==> config.mk <==
export PLATFORM = sky130hd
export DESIGN_NAME = alm_poll_top
export DESIGN_NICKNAME = d
export VERILOG_FILES = /design/src/rtl/alm_pkg.sv /design/src/rtl/alm_decode.sv /design/src/rtl/alm_regs.sv /design/src/rtl/alm_match.sv /design/src/rtl/alm_fsm.sv /design/src/rtl/alm_poll_top.sv
export SDC_FILE = /design/constraint.sdc
export NUM_CORES = 1
export LEC_CHECK = 0
export BUFFER_PORTS_ARGS = -buffer_cell sky130_fd_sc_hd__buf_2
export CAP_MARGIN = 20
export CORE_MARGIN = 4
export CORE_UTILIZATION = 52
export CTS_BUF_LIST = sky130_fd_sc_hd__clkbuf_4 sky130_fd_sc_hd__clkbuf_8
export CTS_CLUSTER_SIZE = 25
export DETAILED_ROUTE_END_ITERATION = 10
export PLACE_DENSITY = 0.89
export SETUP_SLACK_MARGIN = 0.2
export SLEW_MARGIN = 20
export SYNTH_ARGS = -nofsm -noshare
export SYNTH_HDL_FRONTEND = slang
export SYNTH_HIERARCHICAL = 1
export SYNTH_SLANG_ARGS = --single-unit
export TNS_END_PERCENT = 5
==> constraint.sdc <==
create_clock -name clk -period 1.7 [get_ports clk]
set_input_delay 0.085 -clock clk [delete_from_list [all_inputs] [get_ports clk]]
set_output_delay 0.085 -clock clk [all_outputs]
set_load 0.1 [all_outputs]
==> src/rtl/alm_pkg.sv <==
package alm_pkg;
    localparam int NF        = 7;
    localparam int FW        = 8;
    localparam int IDX_W     = 5;
    localparam int IDX_MIN   = 1;
    localparam int IDX_CFG   = 10;
    localparam int IDX_THR0  = 12;
    localparam int LIVE_W    = NF * FW;

    typedef enum logic [1:0] {
        S_IDLE  = 2'd0,
        S_ARMED = 2'd1,
        S_FIRED = 2'd2
    } alm_state_e;
endpackage

==> src/rtl/alm_decode.sv <==
module alm_decode #(
    parameter int NF       = 7,
    parameter int IDX_W    = 5,
    parameter int IDX_CFG  = 10,
    parameter int IDX_THR0 = 12,
    parameter int IDX_MIN  = 1
) (
    input  logic          acc_en_i,
    input  logic [7:0]    cmd_i,
    output logic          is_rd_o,
    output logic          cfg_sel_o,
    output logic [NF-1:0] thr_sel_o,
    output logic          min_sel_o,
    output logic          cfg_we_o,
    output logic [NF-1:0] thr_we_o,
    output logic          alm_acc_o
);
    logic             reg_space;
    logic             wr_ok;
    logic [IDX_W-1:0] idx;

    always_comb begin
        is_rd_o   = cmd_i[7];
        reg_space = !cmd_i[6];
        idx       = cmd_i[IDX_W:1];
        wr_ok     = !cmd_i[7] && cmd_i[0];
        cfg_sel_o = reg_space && (idx == IDX_W'(IDX_CFG));
        min_sel_o = reg_space && (idx == IDX_W'(IDX_MIN));
    end

    for (genvar k = 0; k < NF; k++) begin : g_sel
        assign thr_sel_o[k] = reg_space && (idx == IDX_W'(IDX_THR0 + k));
        assign thr_we_o[k]  = acc_en_i && thr_sel_o[k] && wr_ok;
    end

    assign cfg_we_o  = acc_en_i && cfg_sel_o && wr_ok;
    assign alm_acc_o = acc_en_i && (cfg_sel_o || (|thr_sel_o)) && (is_rd_o || wr_ok);
endmodule

==> src/rtl/alm_regs.sv <==
module alm_regs #(
    parameter int NF = 7,
    parameter int FW = 8
) (
    input  logic             clk,
    input  logic             rst_n,
    input  logic             cfg_we_i,
    input  logic [NF-1:0]    thr_we_i,
    input  logic [FW-1:0]    wdata_i,
    output logic [NF-1:0]    cfg_q_o,
    output logic [NF-1:0]    cfg_d_o,
    output logic [NF*FW-1:0] thr_q_o
);
    logic [NF-1:0] cfg_q;

    always_comb begin
        cfg_d_o = cfg_we_i ? wdata_i[NF-1:0] : cfg_q;
    end

    always_ff @(posedge clk or negedge rst_n) begin
        if (!rst_n) begin
            cfg_q <= '0;
        end else begin
            cfg_q <= cfg_d_o;
        end
    end

    for (genvar k = 0; k < NF; k++) begin : g_thr
        logic [FW-1:0] thr_q;
        always_ff @(posedge clk or negedge rst_n) begin
            if (!rst_n) begin
                thr_q <= '0;
            end else if (thr_we_i[k]) begin
                thr_q <= wdata_i;
            end
        end
        assign thr_q_o[k*FW +: FW] = thr_q;
    end

    assign cfg_q_o = cfg_q;
endmodule

==> src/rtl/alm_match.sv <==
module alm_match #(
    parameter int NF = 7,
    parameter int FW = 8
) (
    input  logic [NF-1:0]    mask_i,
    input  logic [NF*FW-1:0] live_i,
    input  logic [NF*FW-1:0] thr_i,
    output logic             hit_o
);
    logic [NF-1:0] eq;

    for (genvar k = 0; k < NF; k++) begin : g_cmp
        assign eq[k] = !mask_i[k] || (live_i[k*FW +: FW] == thr_i[k*FW +: FW]);
    end

    assign hit_o = &eq;
endmodule

==> src/rtl/alm_fsm.sv <==
module alm_fsm
    import alm_pkg::*;
#(
    parameter int NF = 7
) (
    input  logic          clk,
    input  logic          rst_n,
    input  logic          tick_i,
    input  logic          hit_i,
    input  logic          alm_acc_i,
    input  logic [NF-1:0] cfg_q_i,
    input  logic [NF-1:0] cfg_d_i,
    output logic          flag_o
);
    alm_state_e state_q, state_d;
    logic       cfg_next_nz;

    assign cfg_next_nz = |cfg_d_i;

    always_comb begin
        state_d = state_q;
        unique case (state_q)
            S_IDLE: begin
                if (cfg_next_nz) state_d = S_ARMED;
            end
            S_ARMED: begin
                if (!cfg_next_nz)              state_d = S_IDLE;
                else if (alm_acc_i)            state_d = S_ARMED;
                else if (tick_i && hit_i)      state_d = S_FIRED;
            end
            S_FIRED: begin
                if (alm_acc_i) state_d = cfg_next_nz ? S_ARMED : S_IDLE;
            end
            default: state_d = S_IDLE;
        endcase
    end

    always_ff @(posedge clk or negedge rst_n) begin
        if (!rst_n) state_q <= S_IDLE;
        else        state_q <= state_d;
    end

    always_comb begin
        flag_o = (state_q == S_FIRED);
    end

    a_r5_zero_cfg_no_flag: assert property (@(posedge clk) disable iff (!rst_n)
        (cfg_q_i == '0) |-> !flag_o);

    a_r6_rise_needs_tick: assert property (@(posedge clk) disable iff (!rst_n)
        $rose(flag_o) |-> $past(tick_i));

    a_r7_sticky: assert property (@(posedge clk) disable iff (!rst_n)
        (flag_o && !alm_acc_i) |=> flag_o);

    a_r8_access_clears: assert property (@(posedge clk) disable iff (!rst_n)
        alm_acc_i |=> !flag_o);

    a_r4_match_sets: assert property (@(posedge clk) disable iff (!rst_n)
        (tick_i && hit_i && !alm_acc_i && (cfg_q_i != '0)) |=> flag_o);
endmodule

==> src/rtl/alm_poll_top.sv <==
module alm_poll_top
    import alm_pkg::*;
(
    input  logic              clk,
    input  logic              rst_n,
    input  logic              tick_i,
    input  logic [LIVE_W-1:0] live_i,
    input  logic              acc_en_i,
    input  logic [7:0]        acc_cmd_i,
    input  logic [7:0]        acc_wdata_i,
    output logic [7:0]        rdata_o,
    output logic              flag_o
);
    logic          is_rd, cfg_sel, min_sel, cfg_we, alm_acc, hit;
    logic [NF-1:0] thr_sel, thr_we, cfg_q, cfg_d;
    logic [LIVE_W-1:0] thr_q;

    alm_decode #(.NF(NF), .IDX_W(IDX_W), .IDX_CFG(IDX_CFG),
                 .IDX_THR0(IDX_THR0), .IDX_MIN(IDX_MIN)) u_dec (
        .acc_en_i (acc_en_i),
        .cmd_i    (acc_cmd_i),
        .is_rd_o  (is_rd),
        .cfg_sel_o(cfg_sel),
        .thr_sel_o(thr_sel),
        .min_sel_o(min_sel),
        .cfg_we_o (cfg_we),
        .thr_we_o (thr_we),
        .alm_acc_o(alm_acc)
    );

    alm_regs #(.NF(NF), .FW(FW)) u_regs (
        .clk     (clk),
        .rst_n   (rst_n),
        .cfg_we_i(cfg_we),
        .thr_we_i(thr_we),
        .wdata_i (acc_wdata_i),
        .cfg_q_o (cfg_q),
        .cfg_d_o (cfg_d),
        .thr_q_o (thr_q)
    );

    alm_match #(.NF(NF), .FW(FW)) u_match (
        .mask_i(cfg_q),
        .live_i(live_i),
        .thr_i (thr_q),
        .hit_o (hit)
    );

    alm_fsm #(.NF(NF)) u_fsm (
        .clk      (clk),
        .rst_n    (rst_n),
        .tick_i   (tick_i),
        .hit_i    (hit),
        .alm_acc_i(alm_acc),
        .cfg_q_i  (cfg_q),
        .cfg_d_i  (cfg_d),
        .flag_o   (flag_o)
    );

    always_comb begin
        rdata_o = '0;
        if (acc_en_i && is_rd) begin
            if (cfg_sel) begin
                rdata_o = 8'(cfg_q);
            end else if (min_sel) begin
                rdata_o = {flag_o, live_i[FW + 6 : FW]};
            end else begin
                for (int k = 0; k < NF; k++) begin
                    if (thr_sel[k]) rdata_o = thr_q[k*FW +: FW];
                end
            end
        end
    end
endmodule

* Word-level counts from Yosys, hierarchy flattened
Index checks and enable logic that the tools add are counted.
** Word-level totals
- Input port bits :: 76
- Memories kept :: 0
- Output and inout bits :: 9
- Flip-flop bits (word level) :: 65
- Latch bits :: 0
- RAM bits :: 0
- Memory bits (read-only) :: 0
** Operators by class
- Bitwise operators :: 0
- Reductions and logical operators :: 53
- Equality and inequality tests :: 21
- Shift-type cells :: 0
- Div/mod/pow operators :: 0
- $lt $le $gt $ge :: 0
- $add $sub $neg :: 0
- Mux-type cells :: 18
- Multiply operators :: 0
** Operator list (count)
- $mux W8 :: 10
- $eq A8 B8 Y1 :: 7
- $logic_and A1 B1 Y1 :: 30
- $eq A5 B4 Y1 const B :: 5
- $eq A5 B5 Y1 const B :: 3
- $reduce_or A7 Y1 :: 2
- $mux W2 :: 5
- $logic_not A1 Y1 :: 9
- $logic_or A1 B1 Y1 :: 9
- $mux W7 :: 1
- $reduce_and A7 Y1 :: 1
- $pmux W2 S3 :: 1
- $eq A5 B1 Y1 const B :: 1
- $ne A2 B1 Y1 const B :: 2
- $ne A4 B4 Y1 const B :: 1
- $reduce_and A3 Y1 :: 1
- $eq A2 B1 Y1 const B :: 1
- $eq A2 B2 Y1 const B :: 1
- $logic_not A2 Y1 :: 1
- $mux W1 :: 1

* Depth between registers and ports, before layout
Gate-level depths: netlist of run 1.
- Depth after elaboration :: 12
- Gate-level depth with buffers :: 8
- Gate-level depth less buffers :: 8

* Hierarchy
Netlist of run 1, hierarchy kept.
** By module, submodules not included
- alm_regs :: times used 1, sequential area each 1576.5 um2, area each 2612.5 um2, cells each 134
- alm_poll_top :: times used 1, sequential area each 0.0 um2, area each 780.7 um2, cells each 106
- alm_match :: times used 1, sequential area each 0.0 um2, area each 628.1 um2, cells each 80
- alm_decode :: times used 1, sequential area each 0.0 um2, area each 201.4 um2, cells each 35
- alm_fsm :: times used 1, sequential area each 50.0 um2, area each 121.4 um2, cells each 12

* Worst setup path before layout of run 1
No wires, ideal clock.
- Kind :: input port to output port
- Start :: in acc_cmd_i[2]
- End :: out rdata_o[0]
- Path buffers :: 0
- Data arrival time :: 3.107 ns
- Cell stages on the path :: 6
- Slack :: -1.492 ns
- Data required time :: 1.615 ns
- Cell sequence :: nand2b_1 -> nor4b_1 -> nand2b_1 -> o22ai_1 -> o21a_2 -> a2111oi_2
** RTL lines
- start, declared :: line alm_poll_top.sv:9 : input logic [7:0] acc_cmd_i,
- $eq A5 B1 Y1 :: line alm_decode.sv:28 : min_sel_o = reg_space && (idx == IDX_W'(IDX_MIN));
- $logic_and A1 B1 Y1 :: line alm_decode.sv:28
- named net min_sel :: line alm_poll_top.sv:14 : logic is_rd, cfg_sel, min_sel, cfg_we, alm_acc, hit;
- $mux W8 :: line alm_poll_top.sv:65 : end else if (min_sel) begin
- $mux W8 :: line alm_poll_top.sv:63 : if (cfg_sel) begin
- $mux W8 :: line alm_poll_top.sv:62 : if (acc_en_i && is_rd) begin
- end, declared :: line alm_poll_top.sv:11 : output logic [7:0] rdata_o,
The timed path passes the listed nets, and every way through them passes these cells.

* Worst setup path after layout of run 1
- Start :: in acc_cmd_i[5]
- End :: out rdata_o[5]
** RTL lines
- $eq A5 B4 Y1 :: line alm_decode.sv:32 : assign thr_sel_o[k] = reg_space && (idx == IDX_W'(IDX_THR0 + k));
- $logic_and A1 B1 Y1 :: line alm_decode.sv:32
- named net thr_sel[1] :: line alm_poll_top.sv:15 : logic [NF-1:0] thr_sel, thr_we, cfg_q, cfg_d;
- $mux W8 (6 in series) :: line alm_poll_top.sv:69 : if (thr_sel[k]) rdata_o = thr_q[k*FW +: FW];
- $mux W8 :: line alm_poll_top.sv:65
- $mux W8 :: line alm_poll_top.sv:63
- $mux W8 :: line alm_poll_top.sv:62
The timed path passes the listed nets, and every way through them passes these cells.

==> results of run 1 <==
[metal layers]
metal | global-route usage [%] | up-vias | wire length (um) | share of wire [%]
li1 | - | 1736 | - | -
met1 | 35.1 | 1932 | 5510 | 36
met2 | 51.4 | 278 | 7450 | 49
met3 | 6.80 | 86 | 1370 | 8.9
met4 | 16.3 | 0 | 973 | 6.4
met5 | 0 | - | 0 | 0
[state kept, by name, indices dropped and copies added (netlist names)]
name and cells:
u_fsm/state_q 2, u_regs/g_thr.thr_q 56, u_regs/cfg_q_o 7
[how the worst min path moves through the flow]
stage                               from  cells past startpoint                       end  slack, ps
final                     acc_wdata_i[4]                      2         u_regs/cfg_q_o[4]         20
after detailed placement           rst_n                      2  u_regs/g_thr[0].thr_q[1]        130
after global routing      acc_wdata_i[4]                      2         u_regs/cfg_q_o[4]         10
after CTS                 acc_wdata_i[4]                      2         u_regs/cfg_q_o[4]         10
after floorplan                    rst_n                      0          u_fsm/state_q[0]       -210
after global placement             rst_n                      2  u_regs/g_thr[0].thr_q[5]        120
[cell usage in the layout, fill, tap and decap left out, types with 2 or more instances in the layout]
| cell type | synthesis | routed |
|---|---|---|
| clkbuf_8 | 0 | 10 |
| a221oi_2 | 7 | 6 |
| nor3b_1 | 6 | 6 |
| bufinv_16 | 0 | 2 |
| inv_1 | 8 | 8 |
| nand3b_1 | 2 | 2 |
| nor2_4 | 1 | 5 |
| nor2b_4 | 1 | 3 |
| nor4_4 | 0 | 2 |
| mux2_4 | 63 | 63 |
| xnor2_1 | 56 | 55 |
| dfrtp_1 | 65 | 65 |
| a21oi_1 | 8 | 8 |
| o22ai_1 | 8 | 7 |
| nor3_4 | 0 | 5 |
| o21a_1 | 2 | 2 |
| nor2_1 | 14 | 8 |
| nand4_1 | 15 | 15 |
| a2111oi_4 | 0 | 6 |
| nand2b_1 | 6 | 6 |
| o21ai_0 | 4 | 2 |
| buf_6 | 11 | 10 |
| o21ai_2 | 0 | 4 |
| buf_12 | 0 | 10 |
| nand2_1 | 25 | 24 |
| a211o_1 | 2 | 2 |
| buf_4 | 2 | 100 |
| nor2_2 | 0 | 2 |
| nand2_2 | 1 | 2 |
| a221o_2 | 5 | 5 |
| o21ai_1 | 9 | 7 |
| o211ai_1 | 7 | 7 |
| buf_8 | 0 | 3 |
| clkinv_2 | 0 | 2 |
| buf_2 | 3 | 74 |
| o21a_2 | 4 | 4 |
| nand3_1 | 2 | 2 |
[per-stage QoR]
| step | cell area [sq um] | power [mW] | TNS, ps | hold slack (ps) | std cells |
|---|---|---|---|---|---|
| after CTS | 6180 | 4.12 | -4850 | 14.0 | 668 |
| after detailed placement | 5830 | 2.59 | -16620 | 131 | 649 |
| after global placement | 5830 | 2.55 | -13310 | 120 | 649 |
| after global routing | 6330 | 4.30 | -4840 | 14.2 | 670 |
| after floorplan | 4470 | 2.15 | -5870 | -211 | 367 |
| final | 6330 | 4.17 | -4480 | 18.2 | 670 |
[what timing repair did]
item / 4_1_cts / 5_1_grt
gates resized for setup: 23 / 25
endpoints found under the setup margin: 34 / 58
setup buffers: 1 / 2
hold endpoints to repair: 65 / 0
pin swaps: 9 / 16
cloned: 1 / 0
hold buffers: 1 / 0
[logic make-up after synthesis]
family                 count (synthesis)
AO/OA/AOI/OAI                         68
AND/OR/NAND/NOR                       91
XOR/XNOR                              56
multiplexers                          63
buffers and inverters                 24
flip-flops                            65
[report_power, final]
| part | internal (mW) | switching, mW | leakage, nW |
|---|---|---|---|
| clock network | 0.880 | 0.650 | 0.117 |
| logic | 0.472 | 0.459 | 1.84 |
| registers | 1.63 | 0.0803 | 0.895 |
[area by class of cell]
type                       count  area (sq um)
multi-input combinational    278          2830
inverter                       8          30.0
clock buffer                  11           145
clock inverter                 5          78.8
timing repair buffer         198          1490
tap                          105           131
fill                         444          1850
sequential                    65          1630
==> impl_results.md, run 1 <==
- CP startpoint: acc_cmd_i[5]
- CTS tree: done
- CTS buffer count: 9
- Ys async rst share: 100%
- Die X: 99.4 um
- Register area share after synthesis: 37.4%
- Count of buffers from port buffering: 84
- GR Overflow Total: 0
- Reg2Reg Depth: 8
- Die ar.: 9880 sq um
- Capture point of the critical path: rdata_o[5]
- Reg2reg end: u_fsm/state_q[1]
- Total GRT Usage: 30.1%
- Site Rows: 33
- Fin crit period: 2250 ps
- Status: finished, violations left
- Multiplexer share of the synthesized area: 21.8%
- Syn_nets: 443
- Yosys warns: 6
- Yosys reg bits: 65
- Setup violations, final: 10
- Final cycle utilization of the critical path: 132%
- Failing checks: setup timing
- Root buf cell: clkbuf_8
- Dpl ws: -756 ps
- DR iter-0 viols: 390
- Most frequent cell after synthesis: dfrtp_1
- Post-synth top area cell: dfrtp_1
- Fin worst setup slack: -547 ps
- Slowest stage delay, CP: 510 ps
- Post-Syn Area per Cell: 11.8 sq um
- Hold Fails Final Rpt: 0
- Routability-driven placement congestion ratio: 1.06
- Vias: 4032
- Final ANT Viol Nets: 0
- Worst-Margin Slew: 509 ps
- Clock skew: 12.0 ps
- Static Leakage: 2.86 nW
- CTS sink count: 65
- Fin nets: 636
- Post-Synth XOR/XNOR Area: 11.3%
- Most used flip-flop cell after synthesis: dfrtp_1
- Netlist Area Pre-Place: 4340 sq um
- DP HPWL: 10.6 mm
- R2r setup slk: -440 ps
- Worst EP arrival: 2160 ps
- CP Capture Type: output pin
- Compound-Gate Fraction of Synth Area: 13.2%
- Vias in the first global route: 4195
- PwrDens: 659 nW/um^2
- Peak VDD IR: 0.000489 V
- Clock insertion delay at the later pin of the skew report: 360 ps
- Family with the most delay on the worst path: compound AO/OA/AOI/OAI gates
- Ant diodes: 0
- Largest family of logic cells by synthesized area: multiplexers
- Residual DRC: 0
- Final WL: 15.3 mm
- H-tree Lvls: 3
- First-pass GRT wire length: 22.4 mm
- Worst path slowest cell: a2111oi_4
- Top cells by area, synth: dfrtp_1 37%, mux2_4 22%, xnor2_1 11%
- Die Height: 99.4 um
- Max Slew Vio Count: 0
- Worst Path Buf+Inv: 4
- Critical path cell sequence: buf_2, buf_6, nand4bb_4, nor2_1, buf_4, a21oi_1, o21ai_1, o211ai_1, a2111oi_4, buf_12
- I/O pin cnt: 85
- Setup Crit Path Kind: in2out
- Synth Instances: 367
- Initial antenna violation count: 0
- Core Region: 8180 sq um
- Post-Synth Adder-Cell Area: 0%
- Count of cell types in the netlist: 47
- RSZ-0062 raised after global routing: true
- Initial Util: 53.1%
- Pin count of the biggest net entering global routing: 66
- CP required: 1620 ps
- Via density: 6.02
- CTS clk-pin slew, worst paths: 80 ps
- Worst Path Max Fanout: 11
- R2R Path Start: u_regs/g_thr[0].thr_q[5]
- Fin util: 77.4%
- Max frequency: 445 MHz
- Post-Synth Simple-Gate Area: 12.0%
- Syn-to-layout area delta: 45.7%
- Relative slew slack: 65.9%
- Drt pass-1 iters: 6
- Share of cells above drive strength 1: 58.6%
- Startpoint Class: input port
- Worst hold-check path type: in2reg
- Top-area cell type share of the netlist area: 37.4%
- Clk buf depth: 2
- Commonest cells post-synth: 65 x dfrtp_1, 63 x mux2_4, 56 x xnor2_1
- Number of stages on the worst setup path: 10
- Max cap viols: 0
- EDFF count, synth: 0
- Post-DR wirelength/cell: 22.8 um
(Power assumes the default switching activity.)
==> run 2: changes to the inputs <==
--- a/config.mk
+++ b/config.mk
@@ -8,11 +8,11 @@
 export BUFFER_PORTS_ARGS = -buffer_cell sky130_fd_sc_hd__buf_2
 export CAP_MARGIN = 20
 export CORE_MARGIN = 4
-export CORE_UTILIZATION = 52
+export CORE_UTILIZATION = 55
 export CTS_BUF_LIST = sky130_fd_sc_hd__clkbuf_4 sky130_fd_sc_hd__clkbuf_8
 export CTS_CLUSTER_SIZE = 25
 export DETAILED_ROUTE_END_ITERATION = 10
-export PLACE_DENSITY = 0.89
+export PLACE_DENSITY = 0.9
 export SETUP_SLACK_MARGIN = 0.2
 export SLEW_MARGIN = 20
 export SYNTH_ARGS = -nofsm -noshare
==> constraint.sdc (replaced) <==
create_clock -name clk -period 2.6 [get_ports clk]
set_input_delay 0.13 -clock clk [delete_from_list [all_inputs] [get_ports clk]]
set_output_delay 0.13 -clock clk [all_outputs]
set_load 0.1 [all_outputs]
==> run 2 against run 1 <==
- the flow now finishes without violations
- flip-flop and latch count unchanged
- critical path depth is 2 lower
- final cell count fell by 14%
- critical path type unchanged
- critical endpoint is now rdata_o[2]
- core utilization fell by 8.3 points
==> impl_results.md, run 2 (synthesized netlist as in run 1, its figures left out) <==
- Total GRT Usage: 27.1%
- Switching Share: 29.5%
- Setup violations, final: 0
- Clk buf depth: 2
- Worst EP arrival: 2190 ps
- Fin nets: 544
- Max Slew Vio Count: 0
- Syn-to-layout area delta: 22.3%
- Flop pwr share: 46.6%
- Total negative slack: 0 ps
- First-pass GRT wire length: 19.6 mm
- Fin util: 69.1%
- Design Power: 2.44 mW
- Final ANT Viol Nets: 0
- Site Rows: 32
- Count of buffers from port buffering: 84
- Comb pwr share: 18.4%
- Post-Place Cells: 555
- Routability-driven placement congestion ratio: 0.989
- Worst hold-check path type: in2reg
- Critical path cell sequence: buf_2, nand4bb_1, nor2_1, nor2b_1, buf_4, a221oi_2, a2111oi_4, buf_12
- Static Leakage: 2.27 nW
- CTS clk-pin slew, worst paths: 70 ps
- DP Area: 5080 sq um
- Worst path slowest cell: a2111oi_4
- WHS: 151 ps
- Worst Path Buf+Inv: 3
- Worst-Margin Slew: 494 ps
- Clock share of power: 35.0%
- Slowest stage delay, CP: 410 ps
- Switch Pwr: 0.721 mW
- Top Layer Used: met4
- Relative slew slack: 67.3%
- Clock skew: 4.53 ps
- I/O pin cnt: 85
- Core Region: 7690 sq um
- CTS tree: done
- Commonest non-fill, non-tap cell in the layout: buf_2
- Met3 Wirelength: 1.22 mm
- Status: finished clean
- Finished Layout Cells: 575
- Share of cells above drive strength 1: 46.3%
- Hold Fails Final Rpt: 0
- Ant diodes: 0
- Final cycle utilization of the critical path: 89.2%
- Initial antenna violation count: 0
- Fillers: 574
- DR iter-0 viols: 392
- Pin count of the biggest net entering global routing: 66
- PwrDens: 460 nW/um^2
- Dpl ws: 102 ps
- Startpoint Class: input port
- Vias in the first global route: 3614
- Vias: 3565
- Residual DRC: 0
- CP required: 2470 ps
- Initial Util: 56.5%
- Worst Path Max Fanout: 6
- GR Overflow Total: 0
- P_int: 1.72 mW
- CTS sink count: 65
- Final WL: 12.6 mm
- DP HPWL: 9.78 mm
- Non-Filler Cell Area, Final: 5310 sq um
- Die ar.: 9380 sq um
- Most frequent cells in the layout: 77 x buf_2, 65 x dfrtp_1, 63 x mux2_4
- Die Height: 96.9 um
- Drt pass-1 iters: 5
- Root buf cell: clkbuf_8
- Max frequency: 431 MHz
- Setup Crit Path Kind: in2out
- Family with the most delay on the worst path: simple AND/OR/NAND/NOR gates
- Fin crit period: 2320 ps
- Largest Register: u_regs/g_thr.thr_q
- Routed met2 length: 5.78 mm
- Die X: 96.9 um
- M1 WL: 4.87 mm
- H-tree Lvls: 3
- Peak VDD IR: 0.000318 V
- Post-DR wirelength/cell: 22.0 um
- CP Capture Type: output pin
- Clock insertion delay at the later pin of the skew report: 360 ps
- Fin worst setup slack: 280 ps
- RSZ-0062 raised after global routing: false
- CTS buffer count: 9
- Max reg flops: 56
- Via density: 6.20
- Max cap viols: 0
-- run 2: cell types whose count changed in the layout (fill, tap and decap cells not counted), sizes merged --
cell,before,now
bufinv,2,1
buf,197,105
clkinvlp,0,3
clkbuf,11,9
-- run 2: final timing paths --
| check | from | end | slack (ps) | cells past startpoint |
|---|---|---|---|---|
| min | tick_i | u_fsm/state_q[0] | 150 | 4 |
| max | acc_cmd_i[5] | rdata_o[2] | 280 | 8 |
| min reg2reg | u_fsm/state_q[0] | u_fsm/state_q[1] | 520 | 1 |
| max reg2reg | u_regs/g_thr[6].thr_q[5] | u_fsm/state_q[1] | 310 | 8 |
| max in group asynchronous | rst_n | u_regs/g_thr[2].thr_q[7] | 1990 | 3 |
| min in group asynchronous | rst_n | u_regs/g_thr[3].thr_q[5] | 330 | 3 |
-- run 2: layout make-up --
cell class | count | area, sq um | share of cell area, %
clock buffers | 9 | 124 | 2.33
clock inverters | 7 | 71.3 | 1.34
inverters | 8 | 30.0 | 0.565
multi-input cells | 278 | 2630 | 49.5
flip-flops and latches | 65 | 1630 | 30.6
well taps | 102 | 128 | 2.40
repair buffers | 106 | 706 | 13.3
-- run 2: timing repair --
item,CTS,global route
hold buffers,1,0
endpoints found under the setup margin,0,5
hold endpoints to repair,65,0
resized for setup,0,1
buffers inserted,0,3
-- run 2: tightest hold or removal path, cell delays in order --
cell      delay, ps
buf_2            70
nand2_1          60
o21bai_1        130
a21oi_1          60
-- run 2: per-layer routing --
metal / GRT usage (%) / vias up
met4: 15.6 / 0
met5: 0 / -
met2: 41.9 / 232
li1: - / 1551
met1: 33.8 / 1722
met3: 7.71 / 60
-- run 2: power groups by stage --
| stage | Sequential [mW] | Clock, mW | Combinational [mW] |
|---|---|---|---|
| detailed placement | 1.16 | 0 | 0.442 |
| CTS | 1.14 | 0.859 | 0.444 |
| floorplan | 1.13 | 0 | 0.270 |
| finish | 1.14 | 0.855 | 0.450 |
| global placement | 1.15 | 0 | 0.422 |
| global route | 1.15 | 0.916 | 0.475 |
